--- config.mk ---
export PLATFORM = sky130hd
export DESIGN_NAME = rx_health_mon
export DESIGN_NICKNAME = d
export VERILOG_FILES = /design/src/rtl/rxh_pkg.sv /design/src/rtl/rxh_event_match.sv /design/src/rtl/rxh_hb_watchdog.sv /design/src/rtl/rxh_sticky_bits.sv /design/src/rtl/rx_health_mon.sv
export SDC_FILE = /design/constraint.sdc
export NUM_CORES = 1
export LEC_CHECK = 0
export BUFFER_PORTS_ARGS = -buffer_cell sky130_fd_sc_hd__clkbuf_2
export CORE_MARGIN = 2
export CORE_UTILIZATION = 40
export DETAILED_ROUTE_END_ITERATION = 10
export HOLD_SLACK_MARGIN = 0.02
export SYNTH_ARGS = -nofsm -noshare
export SYNTH_HDL_FRONTEND = slang
export SYNTH_SLANG_ARGS = --single-unit
export TNS_END_PERCENT = 30
--- constraint.sdc ---
create_clock -name clk -period 2.5 [get_ports clk]
set_input_delay 0.125 -clock clk [delete_from_list [all_inputs] [get_ports clk]]
set_output_delay 0.125 -clock clk [all_outputs]
set_load 0.01 [all_outputs]
--- src/rtl/rxh_pkg.sv ---
package rxh_pkg;
    localparam int N_STAT   = 2;
    localparam int ST_LINK  = 0;
    localparam int ST_HBTO  = 1;

    typedef enum logic {
        SEL_STATUS = 1'b0,
        SEL_ENABLE = 1'b1
    } reg_sel_e;
endpackage

--- src/rtl/rxh_event_match.sv ---
module rxh_event_match #(
    parameter int          CODE_W  = 8,
    parameter logic [7:0]  HB_CODE = 8'h7A
) (
    input  logic              ev_valid,
    input  logic [CODE_W-1:0] ev_code,
    output logic              hit
);
    localparam logic [CODE_W-1:0] MATCH = CODE_W'(HB_CODE);

    always_comb begin
        hit = ev_valid && (ev_code == MATCH);
    end
endmodule

--- src/rtl/rxh_hb_watchdog.sv ---
module rxh_hb_watchdog #(
    parameter int TMO   = 160,
    parameter int CNT_W = $clog2(TMO + 1)
) (
    input  logic clk,
    input  logic rst_n,
    input  logic hb_hit,
    output logic expire
);
    localparam logic [CNT_W-1:0] TERM = CNT_W'(TMO);
    localparam logic [CNT_W-1:0] LAST = CNT_W'(TMO - 1);

    typedef struct packed {
        logic [CNT_W-1:0] cnt;
    } wd_state_t;

    wd_state_t st_d, st_q;

    always_comb begin
        st_d   = st_q;
        expire = 1'b0;
        if (hb_hit) begin
            st_d.cnt = '0;
        end else if (st_q.cnt != TERM) begin
            st_d.cnt = st_q.cnt + 1'b1;
            if (st_q.cnt == LAST) begin
                expire = 1'b1;
            end
        end
    end

    always_ff @(posedge clk) begin
        if (!rst_n) begin
            st_q <= '0;
        end else begin
            st_q <= st_d;
        end
    end
endmodule

--- src/rtl/rxh_sticky_bits.sv ---
module rxh_sticky_bits #(
    parameter int N = 2
) (
    input  logic         clk,
    input  logic         rst_n,
    input  logic [N-1:0] set_i,
    input  logic [N-1:0] clr_i,
    output logic [N-1:0] q
);
    for (genvar i = 0; i < N; i++) begin : g_bit
        logic bit_d, bit_q;

        always_comb begin
            bit_d = bit_q;
            if (clr_i[i]) bit_d = 1'b0;
            if (set_i[i]) bit_d = 1'b1;
        end

        always_ff @(posedge clk) begin
            if (!rst_n) bit_q <= 1'b0;
            else        bit_q <= bit_d;
        end

        assign q[i] = bit_q;
    end
endmodule

--- src/rtl/rx_health_mon.sv ---
module rx_health_mon #(
    parameter int          CLK_HZ     = 125_000_000,
    parameter int          TMO_TENTHS = 16,
    parameter int          CODE_W     = 8,
    parameter logic [7:0]  HB_CODE    = 8'h7A
) (
    input  logic                      clk,
    input  logic                      rst_n,
    input  logic                      link_bit_err,
    input  logic                      link_los,
    input  logic                      ev_valid,
    input  logic [CODE_W-1:0]         ev_code,
    input  logic                      wr_en,
    input  logic                      wr_sel,
    input  logic [rxh_pkg::N_STAT-1:0] wr_data,
    output logic [rxh_pkg::N_STAT-1:0] status,
    output logic [rxh_pkg::N_STAT-1:0] irq_en,
    output logic                      irq,
    output logic                      led_err
);
    import rxh_pkg::*;

    localparam int TMO   = (CLK_HZ / 10) * TMO_TENTHS;
    localparam int CNT_W = $clog2(TMO + 1);

    typedef struct packed {
        logic [N_STAT-1:0] en;
    } cfg_state_t;

    cfg_state_t cfg_d, cfg_q;
    logic hb_hit, expire;
    logic [N_STAT-1:0] set_v, clr_v;

    rxh_event_match #(.CODE_W(CODE_W), .HB_CODE(HB_CODE)) u_match (
        .ev_valid (ev_valid),
        .ev_code  (ev_code),
        .hit      (hb_hit)
    );

    rxh_hb_watchdog #(.TMO(TMO), .CNT_W(CNT_W)) u_wd (
        .clk    (clk),
        .rst_n  (rst_n),
        .hb_hit (hb_hit),
        .expire (expire)
    );

    always_comb begin
        set_v          = '0;
        set_v[ST_LINK] = link_bit_err | link_los;
        set_v[ST_HBTO] = expire;
        clr_v          = (wr_en && reg_sel_e'(wr_sel) == SEL_STATUS) ? wr_data : '0;
        cfg_d          = cfg_q;
        if (wr_en && reg_sel_e'(wr_sel) == SEL_ENABLE) begin
            cfg_d.en = wr_data;
        end
    end

    always_ff @(posedge clk) begin
        if (!rst_n) cfg_q <= '0;
        else        cfg_q <= cfg_d;
    end

    rxh_sticky_bits #(.N(N_STAT)) u_stat (
        .clk   (clk),
        .rst_n (rst_n),
        .set_i (set_v),
        .clr_i (clr_v),
        .q     (status)
    );

    assign irq_en  = cfg_q.en;
    assign irq     = |(status & cfg_q.en);
    assign led_err = |status;
endmodule

==> results by group <==
Placed design
  • Port-buffer cells: 22
  • RD Place Congestion: 0.8540
  • Placement Cell Area: 1779 sq um
  • DP HPWL: 2.614 mm
  • # placed instances: 257

Logic synthesis
  • Avg Synthesized Cell Area: 8.576 sq um
  • EDFF count, synth: 0
  • Warnings, synthesis: 0
  • Synth async-reset ratio: 0%
  • Count leader, synth: dfxtp_1
  • Yosys top cell area share: 38.91%
  • Synth Net Count: 211
  • Netlist cell types: 41
  • Count of state elements after synthesis: 32
  • Area leader, netlist: dfxtp_1
  • Register area share after synthesis: 38.91%
  • Synthesized cell area: 1647 sq um
  • Synth top area cells: dfxtp_1 (39%), xor2_1 (4.8%), a21oi_1 (4.6%)
  • Top_reg_cell synth: dfxtp_1
  • Most frequent cells after synthesis: dfxtp_1 (32), nand2_1 (16), a21oi_1 (15)
  • Synth Instances: 192

Power
  • Net Sw Frac: 22.96%
  • Switching power total: 217.3 uW
  • Share of power burned in combinational logic: 5.5%
  • P_int: 729.4 uW
  • Static Leak: 0.0006704 uW
  • Reg power frac: 55.5%
  • Pwr/cell area: 509.9 nW/um^2
  • Clock power share: 38.9%
  • Maximum vdd drop: 245.1 uV

Final layout
  • Area grow syn2layout: 12.77%
  • Net count, final: 233
  • Layout cells sized above 1: 17.76%
  • Final Instance Area: 1857 sq um
  • Finished Layout Cells: 264
  • Ant diodes: 0

Critical path
  • WS Path Type: reg2reg
  • Worst r2r path cells: 5
  • Startpoint Class: register
  • Worst EP arrival: 2220 ps
  • R2r startpoint: u_wd.st_q[1]
  • R2R setup slack: 490 ps
  • Worst r2r dst: u_wd.st_q[20]
  • Max FO, Critical Path: 12
  • Critical Path Sink: u_wd.st_q[20]
  • CP Capture Type: register
  • Critical Path Start: u_wd.st_q[1]
  • Crit path required time: 2710 ps

STA
  • RSZ-0062 raised after global routing: false
  • Max-slew violation count: 0
  • Max Freq: 497.7 MHz
  • Clock skew: 7.982 ps
  • Tcrit/Tclk final: 80.37%
  • Slew HR: 75.06%
  • Setup TNS: 0 ps
  • Final min period: 2009 ps
  • Hold Vio Cnt, Final: 0
  • Worst-margin pin slew: 374.0 ps
  • Setup Viol. Count Final: 0

Global route
  • Overflow after GRT: 0
  • Pin count of the biggest net entering global routing: 27
  • Met3 Resource Use GR: 4.934%
  • Grt met1 use: 19.44%
  • Vias in the first global route: 1374
  • Global route hottest layer: met2
  • GR Layer Usage met2: 29.73%
  • First-pass GRT wire length: 5.940 mm
  • Initial antenna violation count: 0
  • All-layer global routing usage: 17.35%

Routing
  • Via/cell ratio: 5.807
  • DRT iter0 DRCs: 88
  • Drt wl/cell: 13.47 microns
  • Drt first pass iters: 4
  • Total Wirelength: 3.557 mm
  • Number of routed nets with antenna violations: 0
  • DRC Markers: 0
  • Routed vias: 1533

Floorplanning
  • Core area: 3971 sq um
  • Die area: 4646 sq um
  • Chip height: 68.16 microns
  • Boundary pin count: 23
  • Starting Density: 41.46%
  • Die X: 68.16 microns
  • Row count: 23

Clocking
  • CTS tree: built
  • Clock transition at path regs: 60 ps
  • Clock Latency Late Sink: 280 ps
  • Sink Count: 32
  • Count of hold-fix buffers inserted at cts: 0
  • CTS Root Cell: clkbuf_8
  • CTS Buf Count: 5
  • Cts repair resizes: 0
  • Post-CTS Setup Repair Bufs: 0
  • CTS max path bufs: 2
  • H-tree levels: 2

Hold path
  • HP Class: in2reg
  • Hold Path Origin: link_los

Job
  • Max Cap Violations: 0

Status
  • Outcome: finished, final reports clean
[worst max-delay path: stages (launching register included)]
cell and delay (ps):
dfxtp_1 440, ha_1 270, and3_1 280, nand2_1 230, or4_1 560, a21oi_1 160
[stage by stage]
step	power [uW]	hold slack (ps)	utilization, %	worst slack, ps
after floorplan	564.0	245.5	-	757.8
after global placement	587.2	351.3	44.80	644.4
after detailed placement	589.7	351.9	44.80	514.2
after CTS	960.9	53.37	46.75	487.5
after global routing	986.2	92.54	46.75	289.8
final	946.8	62.68	46.75	490.7
[metal layers]
layer / wire (microns) / share of wire [%]
met4: 70 / 2.0
met5: 0 / 0
met2: 1657 / 47
met3: 250 / 7.0
met1: 1579 / 44
[power groups by stage]
stage | Combinational (uW) | Sequential (uW) | Clock, uW
after floorplan | 28.6 | 535 | 0
after global placement | 51.3 | 536 | 0
after detailed placement | 52.7 | 537 | 0
after CTS | 52.9 | 526 | 382
after global routing | 59.6 | 527 | 399
final | 52.4 | 526 | 369
[area by class of cell]
type	instances	area, sq um
fill	395	2115
multi-input combinational	148	939.7
sequential	32	640.6
timing repair buffer	24	125.1
clock buffer	6	72.57
tap	50	62.56
inverter	3	11.26
clock inverter	1	5.005
[worst min-delay path by stage]
stage                                  to  slack (ps)  cells after the start
floorplan           u_stat.g_bit[0].bit_q         250                      2
CTS                 u_stat.g_bit[0].bit_q          50                      3
global placement    u_stat.g_bit[0].bit_q         350                      3
detailed placement  u_stat.g_bit[0].bit_q         350                      3
global route        u_stat.g_bit[0].bit_q          90                      3
finish              u_stat.g_bit[0].bit_q          60                      3
[logic make-up (layout without fill, tap and decap cells)]
family                   count (synthesis)  in the layout  synth area share (%)
adder cells (fa/ha/maj)                  2              2                 1.520
flip-flops                              32             32                 38.91
XOR/XNOR                                10             10                 5.320
AND/OR/NAND/NOR                         95             95                 34.42
AO/OA/AOI/OAI                           41             41                 15.81
buffers and inverters                   12             34                 4.027
[placed cells by master, fill, tap and decap left out, types with 2 or more instances in the layout]
cell       n
nand4b_1   2
o31ai_1    5
xor2_1     9
nor2b_1    2
inv_1      3
clkbuf_8   5
nor2_1    13
and3_1     4
nand3_1   14
buf_4      2
a21oi_1   15
o21a_1     4
nor3_1     5
o211ai_1   2
or3_1      5
and2_1     3
o21ai_0    9
or4_1      6
nand2_1   16
and4_1     7
nand4_1    9
ha_1       2
dfxtp_1   32
clkbuf_2  22
[registers in the layout (all words and copies together) (netlist names)]
signal              flops
u_stat.g_bit.bit_q      2
u_wd.st_q              28
irq_en                  2
Note: power is estimated with default switching activity, not from simulation.
